### src/rtl/xcvr_par_pkg.sv
package xcvr_par_pkg;
  localparam int unsigned DATA_W_DEF = 8;

  typedef enum logic {
    PAR_EVEN = 1'b0,
    PAR_ODD  = 1'b1
  } par_conv_e;

  typedef enum logic {
    PAR_FEED = 1'b0,
    PAR_GEN  = 1'b1
  } par_src_e;
endpackage

### src/rtl/xcvr_rst_sync.sv
module xcvr_rst_sync #(
  parameter int unsigned STAGES = 2
) (
  input  logic clk,
  input  logic rst_n,
  output logic rst_sync_n
);
  logic [STAGES-1:0] sync_q;
  logic [STAGES-1:0] sync_d;

  always_comb begin
    sync_d = {sync_q[STAGES-2:0], 1'b1};
  end

  always_ff @(posedge clk or negedge rst_n) begin
    if (!rst_n) sync_q <= '0;
    else        sync_q <= sync_d;
  end

  assign rst_sync_n = sync_q[STAGES-1];
endmodule

### src/rtl/xcvr_hold_latch.sv
module xcvr_hold_latch #(
  parameter int unsigned W = 9
) (
  input  logic         clk,
  input  logic         rst_n,
  input  logic         le,
  input  logic [W-1:0] d,
  output logic [W-1:0] held_o,
  output logic [W-1:0] q_o
);
  logic [W-1:0] hold_q;
  logic [W-1:0] hold_d;

  always_comb begin
    hold_d = hold_q;
    if (le) hold_d = d;
  end

  always_ff @(posedge clk or negedge rst_n) begin
    if (!rst_n) hold_q <= '0;
    else        hold_q <= hold_d;
  end

  assign held_o = hold_q;
  assign q_o    = le ? d : hold_q;
endmodule

### src/rtl/xcvr_parity.sv
module xcvr_parity
  import xcvr_par_pkg::*;
#(
  parameter int unsigned DATA_W = DATA_W_DEF
) (
  input  logic [DATA_W-1:0] data,
  input  logic              par,
  input  par_conv_e         conv,
  output logic              gen_o,
  output logic              ok_o
);
  localparam int unsigned NODES = 2 * DATA_W - 1;
  logic [NODES-1:0] tree;

  genvar gi;
  generate
    for (gi = 0; gi < DATA_W; gi++) begin : g_leaf
      assign tree[NODES-1-gi] = data[gi];
    end
    for (gi = DATA_W - 2; gi >= 0; gi--) begin : g_node
      assign tree[gi] = tree[2*gi+1] ^ tree[2*gi+2];
    end
  endgenerate

  assign gen_o = tree[0] ^ (conv == PAR_ODD);
  assign ok_o  = (gen_o == par);
endmodule

### src/rtl/xcvr_route.sv
module xcvr_route
  import xcvr_par_pkg::*;
#(
  parameter int unsigned DATA_W = DATA_W_DEF
) (
  input  logic [DATA_W-1:0] src_data,
  input  logic              src_par,
  input  par_src_e          mode,
  input  par_conv_e         conv,
  output logic [DATA_W-1:0] out_data,
  output logic              out_par
);
  logic gen_par;
  logic gen_ok;

  xcvr_parity #(.DATA_W(DATA_W)) gen_i (
    .data (src_data),
    .par  (src_par),
    .conv (conv),
    .gen_o(gen_par),
    .ok_o (gen_ok)
  );

  always_comb begin
    out_data = src_data;
    out_par  = (mode == PAR_GEN) ? gen_par : src_par;
  end
endmodule

### src/rtl/xcvr_par_top.sv
module xcvr_par_top
  import xcvr_par_pkg::*;
#(
  parameter int unsigned DATA_W = DATA_W_DEF
) (
  input  logic              clk,
  input  logic              rst_n,
  input  logic              oe_a,
  input  logic              oe_b,
  input  logic              le_a,
  input  logic              le_b,
  input  logic              sel_gen,
  input  logic              odd_sel,
  input  logic [DATA_W-1:0] a_data_i,
  input  logic              a_par_i,
  output logic [DATA_W-1:0] a_data_o,
  output logic              a_par_o,
  output logic              a_drive_o,
  input  logic [DATA_W-1:0] b_data_i,
  input  logic              b_par_i,
  output logic [DATA_W-1:0] b_data_o,
  output logic              b_par_o,
  output logic              b_drive_o,
  output logic              err_a_n,
  output logic              err_b_n
);
  localparam int unsigned WORD_W = DATA_W + 1;

  logic      rst_sync_n;
  par_src_e  mode;
  par_conv_e conv;

  logic [WORD_W-1:0] a_pin_w, b_pin_w;
  logic [WORD_W-1:0] a_held, b_held;
  logic [WORD_W-1:0] a_q, b_q;
  logic [WORD_W-1:0] a_lat_d, b_lat_d;
  logic [WORD_W-1:0] a_view, b_view;
  logic [DATA_W-1:0] to_a_data, to_b_data;
  logic              to_a_par, to_b_par;
  logic              a_gen_unused, b_gen_unused;
  logic              a_ok, b_ok;

  assign mode = sel_gen ? PAR_GEN : PAR_FEED;
  assign conv = odd_sel ? PAR_ODD : PAR_EVEN;

  xcvr_rst_sync #(.STAGES(2)) rst_i (
    .clk       (clk),
    .rst_n     (rst_n),
    .rst_sync_n(rst_sync_n)
  );

  // Word layout: parity in the top bit, data below.
  always_comb begin
    a_pin_w = {a_par_i, a_data_i};
    b_pin_w = {b_par_i, b_data_i};
    // Source view taken from the received pins and the holding register,
    // so the forward path never passes through the opposite capture mux.
    a_view  = le_a ? a_pin_w : a_held;
    b_view  = le_b ? b_pin_w : b_held;
    // Destination latch sees the pad value: the driven word when driving.
    a_lat_d = oe_a ? {to_a_par, to_a_data} : a_pin_w;
    b_lat_d = oe_b ? {to_b_par, to_b_data} : b_pin_w;
  end

  xcvr_hold_latch #(.W(WORD_W)) lat_a_i (
    .clk   (clk),
    .rst_n (rst_sync_n),
    .le    (le_a),
    .d     (a_lat_d),
    .held_o(a_held),
    .q_o   (a_q)
  );

  xcvr_hold_latch #(.W(WORD_W)) lat_b_i (
    .clk   (clk),
    .rst_n (rst_sync_n),
    .le    (le_b),
    .d     (b_lat_d),
    .held_o(b_held),
    .q_o   (b_q)
  );

  xcvr_route #(.DATA_W(DATA_W)) route_ab_i (
    .src_data(a_view[DATA_W-1:0]),
    .src_par (a_view[DATA_W]),
    .mode    (mode),
    .conv    (conv),
    .out_data(to_b_data),
    .out_par (to_b_par)
  );

  xcvr_route #(.DATA_W(DATA_W)) route_ba_i (
    .src_data(b_view[DATA_W-1:0]),
    .src_par (b_view[DATA_W]),
    .mode    (mode),
    .conv    (conv),
    .out_data(to_a_data),
    .out_par (to_a_par)
  );

  xcvr_parity #(.DATA_W(DATA_W)) chk_a_i (
    .data (a_q[DATA_W-1:0]),
    .par  (a_q[DATA_W]),
    .conv (conv),
    .gen_o(a_gen_unused),
    .ok_o (a_ok)
  );

  xcvr_parity #(.DATA_W(DATA_W)) chk_b_i (
    .data (b_q[DATA_W-1:0]),
    .par  (b_q[DATA_W]),
    .conv (conv),
    .gen_o(b_gen_unused),
    .ok_o (b_ok)
  );

  assign a_data_o  = to_a_data;
  assign a_par_o   = to_a_par;
  assign b_data_o  = to_b_data;
  assign b_par_o   = to_b_par;
  assign a_drive_o = oe_a;
  assign b_drive_o = oe_b;
  assign err_a_n   = a_ok;
  assign err_b_n   = b_ok;
endmodule

### config.mk
export PLATFORM = sky130hd
export DESIGN_NAME = xcvr_par_top
export DESIGN_NICKNAME = d
export VERILOG_FILES = /design/src/rtl/xcvr_par_pkg.sv /design/src/rtl/xcvr_rst_sync.sv /design/src/rtl/xcvr_hold_latch.sv /design/src/rtl/xcvr_parity.sv /design/src/rtl/xcvr_route.sv /design/src/rtl/xcvr_par_top.sv
export SDC_FILE = /design/constraint.sdc
export NUM_CORES = 1
export LEC_CHECK = 0
export BUFFER_PORTS_ARGS = -buffer_cell sky130_fd_sc_hd__buf_2
export CORE_ASPECT_RATIO = 0.8
export CORE_MARGIN = 4
export CORE_UTILIZATION = 47
export CTS_CLUSTER_DIAMETER = 30
export DETAILED_ROUTE_END_ITERATION = 12
export GPL_TIMING_DRIVEN = 0
export PLACE_DENSITY = 0.87
export SLEW_MARGIN = 20
export SYNTH_ARGS = -nofsm -noshare
export SYNTH_HDL_FRONTEND = slang
export SYNTH_SLANG_ARGS = --single-unit
### constraint.sdc
create_clock -name clk -period 2.8 [get_ports clk]
set_input_delay 0.56 -clock clk [delete_from_list [all_inputs] [get_ports clk]]
set_output_delay 0.56 -clock clk [all_outputs]
set_load 0.02 [all_outputs]
Word level (Yosys, flattened, before mapping)
Index checks and enable logic that the tools add are counted.

Add/subtract/negate cells: 0. Multiply operators: 0. Divide/modulo/power cells: 0. Order comparisons: 0. Eq/ne operators: 2. Shift operators: 0. Muxes and demuxes: 10. Bitwise logic cells: 32. Reductions and logical operators: 0.

Operator list (number): $mux 9 (6); $xor 1x1->1 (32); $mux 1 (4); $eq 1x1->1 (2).

Flip-flop bits (word level): 20. Bits in latches: 0. RAM bits: 0. ROM bits: 0. Input port bits: 26. Output and inout port bits: 22. Logic and storage cells: 47. Memories kept: 0.

Longest topological paths before layout
Gate-level depths: netlist of run 1.

Depth after elaboration: 13. Mapped depth: 9. Depth with buffers taken out: 7.

By module
Synthesis of run 1 repeated with hierarchy kept, for this count alone.

Cells, all modules: 133. Area, all modules: 1968.1 µm².

Modules (own cells, without submodules): xcvr_hold_latch (instances 2, cells an instance 19, area an instance 371.6 µm², seq. area each 225.2 µm²); xcvr_par_top (instances 1, cells an instance 42, area an instance 600.6 µm², seq. area each 0.0 µm²); xcvr_parity (instances 4, cells an instance 8, area an instance 105.1 µm², seq. area each 0.0 µm²); xcvr_route (instances 2, cells an instance 9, area an instance 75.1 µm², seq. area each 0.0 µm²); xcvr_rst_sync (instances 1, cells an instance 3, area an instance 53.8 µm², seq. area each 50.0 µm²).

Worst setup path before layout of run 1
No wires, ideal clock.

Path type: input -> output. Start point: input le_a. End point: output err_b_n. Arrival: 2495 ps. Path slack: -255 ps. Cell stages on the path: 8. Cell sequence: buf_6 -> mux2_4 -> a221o_1 -> xnor2_2 -> xnor2_1 -> xnor3_1 -> xnor3_1 -> xor2_1.

Elaborated cells on any way between the ends: 21. Classes of those cells: eq/ne (1); mux (4); bitwise (16).

RTL lines: start, declared (RTL line xcvr_par_top.sv:10) `input logic le_a,`; $mux 9 (RTL line xcvr_par_top.sv:58) `a_view = le_a ? a_pin_w : a_held;`; via b_data_o[1] (RTL line xcvr_par_top.sv:21) `output logic [DATA_W-1:0] b_data_o,`; $mux 9 (RTL line xcvr_par_top.sv:62) `b_lat_d = oe_b ? {to_b_par, to_b_data} : b_pin_w;`; $mux 9; via b_q[1] (RTL line xcvr_par_top.sv:35) `logic [WORD_W-1:0] a_q, b_q;`; $xor 1x1->1 (3 in a row) (RTL line xcvr_parity.sv:21) `assign tree[gi] = tree[2*gi+1] ^ tree[2*gi+2];`; $xor 1x1->1 (RTL line xcvr_parity.sv:25) `assign gen_o = tree[0] ^ (conv == PAR_ODD);`; $eq 1x1->1 (RTL line xcvr_parity.sv:26) `assign ok_o = (gen_o == par);`; end, declared (RTL line xcvr_par_top.sv:25) `output logic err_b_n`.

The timed path passes the listed nets, and every way through them passes these cells.

Final worst setup path of run 1
Start point: input le_b. End point: output err_a_n.

Elaborated cells on any way between the ends: 21. Classes of those cells: eq/ne (1); mux (4); bitwise (16).

RTL lines: start, declared (RTL line xcvr_par_top.sv:11) `input logic le_b,`; $mux 9 (RTL line xcvr_par_top.sv:59) `b_view = le_b ? b_pin_w : b_held;`; $mux 9 (RTL line xcvr_par_top.sv:61) `a_lat_d = oe_a ? {to_a_par, to_a_data} : a_pin_w;`; $mux 9; via a_q[4] (RTL line xcvr_par_top.sv:35); $xor 1x1->1 (3 in a row) (RTL line xcvr_parity.sv:21); $xor 1x1->1 (RTL line xcvr_parity.sv:25); $eq 1x1->1 (RTL line xcvr_parity.sv:26); end, declared (RTL line xcvr_par_top.sv:24) `output logic err_a_n,`.

The timed path passes the listed nets, and every way through them passes these cells.

==> results of run 1 <==
## worst max path at each step
stage | from | to | slack [ns] | depth (start not counted)
after global placement | le_b | err_a_n | -0.57 | 11
after CTS | le_a | err_b_n | -0.39 | 10
after global routing | le_b | err_a_n | -0.51 | 13
after floorplan | le_a | err_b_n | -0.18 | 8
after detailed placement | le_b | err_a_n | -0.62 | 11
final | le_b | err_a_n | -0.37 | 10
## metal layers
metal | part of all wire, % | GRT usage [%] | vias up | wire (µm)
met1 | 41 | 25.1 | 715 | 1940
met5 | 0 | 0 | - | 0
met4 | 1.7 | 5.49 | 0 | 82
li1 | - | - | 684 | -
met3 | 4.7 | 3.86 | 11 | 224
met2 | 53 | 32.2 | 47 | 2510
## power by group
part           switching, W  leakage (nW)  internal (W)
registers         0.0000332         0.242      0.000324
clock network     0.0000979        0.0288      0.000125
logic              0.000390         0.938      0.000449
total              0.000521          1.21      0.000899
## layout make-up
type,count,area (µm²)
Timing Repair Buffer,64,448
Inverter,3,11.3
Buffer,7,95.1
Fill cell,267,1100
Tap cell,42,52.6
Multi-Input combinational cell,127,1210
Sequential cell,20,500
Clock buffer,4,55.1
## through the flow
stage	hold WS, ns	power (W)
6_report	0.0708	0.00142
5_1_grt	0.0614	0.00150
4_1_cts	0.0639	0.00129
3_5_place_dp	0.323	0.00102
3_3_place_gp	0.311	0.00101
2_1_floorplan	0.227	0.000852
## cells in the mapped netlist, drive strengths merged
cell    count
nand2       3
a31oi       1
or2         9
dfrtp      20
inv         3
buf         8
a221o       8
a21o        9
o22ai       1
conb        1
nor2b      18
o211ai      8
nor2        2
nand2b      8
o21ai       2
xnor3       6
a211oi      1
xnor2      14
mux2        8
mux2i      10
and2        2
xor2       16
## registers in the layout (all words and copies together), names as in the netlist
name / flops
lat_a_i.held_o: 9
lat_b_i.held_o: 9
rst_i.sync_q: 2
## cell usage in the layout, fill, tap and decap left out, types with 8 or more instances in the layout
cell | synthesis | routed
or2_2 | 9 | 9
buf_4 | 3 | 15
dfrtp_1 | 20 | 20
nand2b_1 | 8 | 8
a221o_1 | 8 | 8
o211ai_1 | 8 | 8
a21o_1 | 9 | 9
buf_2 | 1 | 41
xnor2_1 | 12 | 9
xor2_1 | 16 | 14
nor2b_1 | 18 | 17
## kinds of logic (layout without fill, tap and decap cells)
logic type,Yosys count,count (layout),synth area share [%]
mux,18,18,12.5
flops,20,20,29.3
compound gates,30,30,14.3
buf+inv,11,78,4.91
other cells,1,1,0.220
xor+xnor,36,36,24.2
simple gates,42,42,14.7
## timing repair
action | CTS | global route
cloned | 0 | 2
endpoints found under the setup margin | 3 | 4
buffers inserted | 3 | 12
pin swaps | 4 | 11
resized for setup | 10 | 28
==> metrics.md, run 1 <==
| Metric | Value |
|---|---|
| Reg2reg start | `lat_b_i.held_o[7]$_DFF_PN0_` |
| Worst reg-to-reg path cell count | `6` |
| Crit path required time | `2.24 ns` |
| # IOs | `48` |
| HPWL after detailed placement | `3350 µm` |
| Synth top area cells | `dfrtp_1 29%, xor2_1 8.2%, xnor3_1 7.9%` |
| Post-Synthesis Cells | `around 160` |
| Clk root buf | `clkbuf_8` |
| Die Width | `between 70 and 80 µm` |
| Core area | `~3500 µm²` |
| Clk sinks | `20` |
| Post-synthesis sequential area ratio | `29.3%` |
| Worst skew pair latency | `0.27 ns` |
| CTS tree | `yes` |
| Final hold violation count | `0` |
| Die span in y | `approximately 62 µm` |
| Clk slew on worst S/H paths | `around 0.070 ns` |
| Drt wl/cell | `17.8 µm` |
| Max-cap violation count | `0` |
| Pwr per Cell Area | `599 nW/µm²` |
| Max_slew headroom | `51.2%` |
| Worst-case clock buffer depth | `2` |
| Final Routed Wirelength | `between 4000 and 5000 µm` |
| Worst EP arrival | `about 2.6 ns` |
| Largest net degree at the start of global routing | `19` |
| Critical-path top delay cell | `a221o_1` |
| GRT Util Overall | `a little under a fifth` |
| RSZ-0062 raised after global routing | `true` |
| Initial antenna violation count | `0` |
| Final setup fails | `3` |
| Max IR drop VDD | `approximately 0.54 mV` |
| Number of hold-repair buffers added at the cts stage | `0` |
| Yosys warning total | `0` |
| First-pass GRT wire length | `between 6000 and 7000 µm` |
| P&R area growth vs syn | `38.8%` |
| Synth area leader | `dfrtp_1` |
| WS Path Type | `primary input to output port` |
| DR vias | `roughly 1500` |
| Fin crit period | `~3.2 ns` |
| Clock skew | `about 0.011 ns` |
| Slew @ Worst Pin | `around 0.73 ns` |
| Fin. max-slew vios | `0` |
| Post-DP Area | `between 2000 and 2500 µm²` |
| Synthesized area per cell | `~11 µm²` |
| Number of port buffers | `47` |
| Lkg Pwr | `approximately 1.2 nW` |
| # diodes | `0` |
| CP Max Fanout | `5` |
| Setup TNS | `-0.767 ns` |
| CTS buffer count | `3` |
| Highest clock rate | `315 MHz` |
| Crit path buffers/inverters | `3` |
| Crit. End Element | `output port` |
| Initial Utilization | `49.2%` |
| Final core utilization | `about 68%` |
| GRT overflow | `0` |
| Final antenna-violating net count | `0` |
| Worst Hold Class | `primary input to async pin` |
| FF-to-FF setup slack | `between 0.8 and 0.9 ns` |
| Cell variety after synth | `26` |
| Cells after DPL | `~250` |
| R2R Path End | `lat_a_i.held_o[8]$_DFF_PN0_` |
| Outcome | `complete, but fails checks` |
| CP peak stage delay | `0.38 ns` |
| DRC viols | `0` |
| Design area | `2370 µm²` |
| Die area | `about 4700 µm²` |
| Drt pass-1 iters | `4` |
| Seq cells post-synth | `20` |
| Synthesized Nets | `around 180` |
| Final nets | `approximately 250` |
| Top cell type's share of synthesized area | `between 20% and 30%` |
| CP cell instances | `buf_8 > buf_8 > mux2_4 > a221o_1 > xnor2_2 > xnor2_1 > xnor3_1 > xnor3_1 > xor2_2 > buf_6` |
| Mapped cell area | `~1700 µm²` |
| Failing checks | `negative setup slack` |
| Num rows | `19` |
| Family with the most delay on the worst path | `XOR/XNOR gates` |
| Final std cells w/o fill | `approximately 270` |
| Pre-CTS WS | `-0.621 ns` |
| Worst setup margin | `-0.373 ns` |
| Startpoint Class | `primary input` |
| GPL Wtd Cong | `roughly 0.82` |
| Layout cells sized above 1 | `a little under half` |
| Vias in the first global route | `about 1400` |
| Number of DRC markers in iteration 0 | `63` |
| H-tree depth | `1` |
| Vias per inst | `roughly 5.5` |
| Final period util | `113%` |
Power figures use the tool's default switching activity.
==> run 2, diff against run 1 <==
--- a/config.mk
+++ b/config.mk
@@ -7,7 +7,6 @@
 export LEC_CHECK = 0
 export BUFFER_PORTS_ARGS = -buffer_cell sky130_fd_sc_hd__buf_2
 export CORE_ASPECT_RATIO = 0.8
-export CORE_MARGIN = 4
 export CORE_UTILIZATION = 47
 export CTS_CLUSTER_DIAMETER = 30
 export DETAILED_ROUTE_END_ITERATION = 12
==> run 2 against run 1 <==
  * The run still ends with negative setup slack left
  * Clock-buffer cell count is 1 lower
  * Critical endpoint is now err_b_n
  * Flip-flop and latch count stayed put
  * Critical path depth is 1 higher
  * Utilization is 5.7 points lower
  * Via count is 6.0% lower
  * Final cell count is 4.5% lower
  * Total power is 9.7% lower
  * Global-route usage is 3.7 points higher
  * Hold slack worse by 0.0044 ns
  * Largest cell class unchanged
==> metrics.md, run 2 (same netlist as run 1, synthesis figures left out) <==
| Metric | Value |
|---|---|
| Outcome | `complete, but fails checks` |
| Failing checks | `negative setup slack` |
| CP peak stage delay | `between 0.3 and 0.4 ns` |
| Final nets | `roughly 240` |
| Worst skew pair latency | `approximately 0.26 ns` |
| Clk root buf | `clkbuf_8` |
| Max_slew headroom | `49.9%` |
| Lkg Pwr | `1.11 nW` |
| Clock skew | `between 0.001 and 0.0015 ns` |
| Die span in y | `about 56 µm` |
| Pwr per Cell Area | `slightly below 600 nW/µm²` |
| DR vias | `1369` |
| Vias in the first global route | `between 1000 and 1500` |
| Fin. max-slew vios | `0` |
| Worst Hold Class | `primary input to async pin` |
| CP cell instances | `buf_6 > buf_6 > buf_2 > nor2b_2 > a221o_1 > xnor2_2 > xnor2_2 > xnor3_1 > xnor3_1 > xor2_2 > buf_6` |
| DRC viols | `0` |
| Number of hold-repair buffers added at the cts stage | `0` |
| P&R area growth vs syn | `26.4%` |
| Final antenna-violating net count | `0` |
| Core area | `~3400 µm²` |
| Max IR drop VDD | `roughly 0.4 mV` |
| # IOs | `between 40 and 50` |
| Worst EP arrival | `between 2 and 3 ns` |
| Clk sinks | `20` |
| Final core utilization | `a little over three fifths` |
| Largest net degree at the start of global routing | `19` |
| Worst-case clock buffer depth | `2` |
| Initial Utilization | `about half` |
| # diodes | `0` |
| Critical-path top delay cell | `a221o_1` |
| CTS tree | `yes` |
| GRT Util Overall | `a little under a quarter` |
| Fin crit period | `around 3.2 ns` |
| RSZ-0062 raised after global routing | `true` |
| Clk slew on worst S/H paths | `about 0.07 ns` |
| Family with the most delay on the worst path | `XOR/XNOR gates` |
| Crit path buffers/inverters | `4` |
| Clock share of power | `between 10% and 20%` |
| Number of DRC markers in iteration 0 | `46` |
| Final Routed Wirelength | `between 4000 and 5000 µm` |
| Most common cell after layout, fill and taps aside | `buf_2` |
| Drt pass-1 iters | `4` |
| GPL Wtd Cong | `roughly 0.85` |
| CP Max Fanout | `6` |
| Crit path required time | `between 2 and 2.5 ns` |
| Startpoint Class | `primary input` |
| Drt wl/cell | `roughly 16 µm` |
| First-pass GRT wire length | `approximately 6800 µm` |
| CTS buffer count | `3` |
| Internal | `0.000797 W` |
| Crit. End Element | `output port` |
| Post-DP Area | `roughly 2000 µm²` |
| HPWL after detailed placement | `between 3000 and 4000 µm` |
| Worst path most repeated cell | `buf_6` |
| Die Width | `around 70 µm` |
| Max-cap violation count | `0` |
| Combinational share of power | `a little under three fifths` |
| Cells after DPL | `around 250` |
| WS Path Type | `primary input to output port` |
| Vias per inst | `between 5 and 6` |
| Final Power | `0.00128 W` |
| Flop pwr share | `27.7%` |
| Worst setup margin | `-0.383 ns` |
| H-tree depth | `1` |
| Final period util | `114%` |
| Slew @ Worst Pin | `0.751 ns` |
| Final setup fails | `2` |
| Total net switching power | `around 0.00049 W` |
| Num rows | `19` |
| Initial antenna violation count | `0` |
| Final hold violation count | `0` |
| Number of port buffers | `between 40 and 50` |
| Design area | `2160 µm²` |
| Layout cells sized above 1 | `roughly 43%` |
| Final std cells w/o fill | `approximately 260` |
| Die area | `roughly 3900 µm²` |
| GRT overflow | `0` |
| Highest clock rate | `314 MHz` |
| Most frequent cells in the layout | `44 x buf_2, 20 x dfrtp_1, 17 x nor2b_1` |
| Switch share | `between 30% and 40%` |
-- run 2: layout make-up --
class	instances	area (µm²)
flip-flops and latches	20	500
repair buffers	52	292
inverters	3	11.3
plain buffers	8	82.6
well taps	42	52.6
clock buffers	3	41.3
multi-input cells	127	1180
fillers	282	1290
-- run 2: final timing paths --
kind | startpoint | endpoint | slack, ns | depth (start not counted)
max | le_b | err_b_n | -0.38 | 11
max in group asynchronous | rst_i.sync_q[1]$_DFF_PN0_ | lat_b_i.held_o[8]$_DFF_PN0_ | 2.02 | 0
min reg2reg | rst_i.sync_q[1]$_DFF_PN0_ | lat_a_i.held_o[4]$_DFF_PN0_ | 0.32 | 0
min | rst_n | rst_i.sync_q[1]$_DFF_PN0_ | 0.07 | 1
min in group clk | rst_i.sync_q[0]$_DFF_PN0_ | rst_i.sync_q[1]$_DFF_PN0_ | 0.35 | 0
max reg2reg | lat_b_i.held_o[2]$_DFF_PN0_ | lat_a_i.held_o[8]$_DFF_PN0_ | 0.83 | 6
-- run 2: metal layers --
metal	vias up	global-route usage, %	wire (µm)
li1	661	-	-
met1	659	29.6	1820
met2	38	37.9	1980
met3	11	4.35	185
met4	0	9.04	99
met5	-	0	0
-- run 2: what timing repair did --
action	CTS	global route
resized for setup	10	6
endpoints found under the setup margin	3	3
pin swaps	6	3
buffers inserted	5	0
-- run 2: power groups by stage --
stage                     registers [W]  logic (W)  clock network, W
after floorplan                0.000352   0.000500                 0
after global placement         0.000358   0.000643                 0
after detailed placement       0.000361   0.000653                 0
after CTS                      0.000355   0.000698          0.000198
after global routing           0.000360   0.000789          0.000209
final                          0.000355   0.000737          0.000192
-- run 2: per-stage QoR --
stage	hold slack, ns	worst slack (ns)	setup TNS [ns]
6_report	0.0664	-0.383	-0.757
5_1_grt	0.0565	-0.504	-0.990
4_1_cts	0.0634	-0.424	-0.796
3_5_place_dp	0.329	-0.507	-0.988
3_3_place_gp	0.307	-0.514	-0.945
2_1_floorplan	0.227	-0.184	-0.364
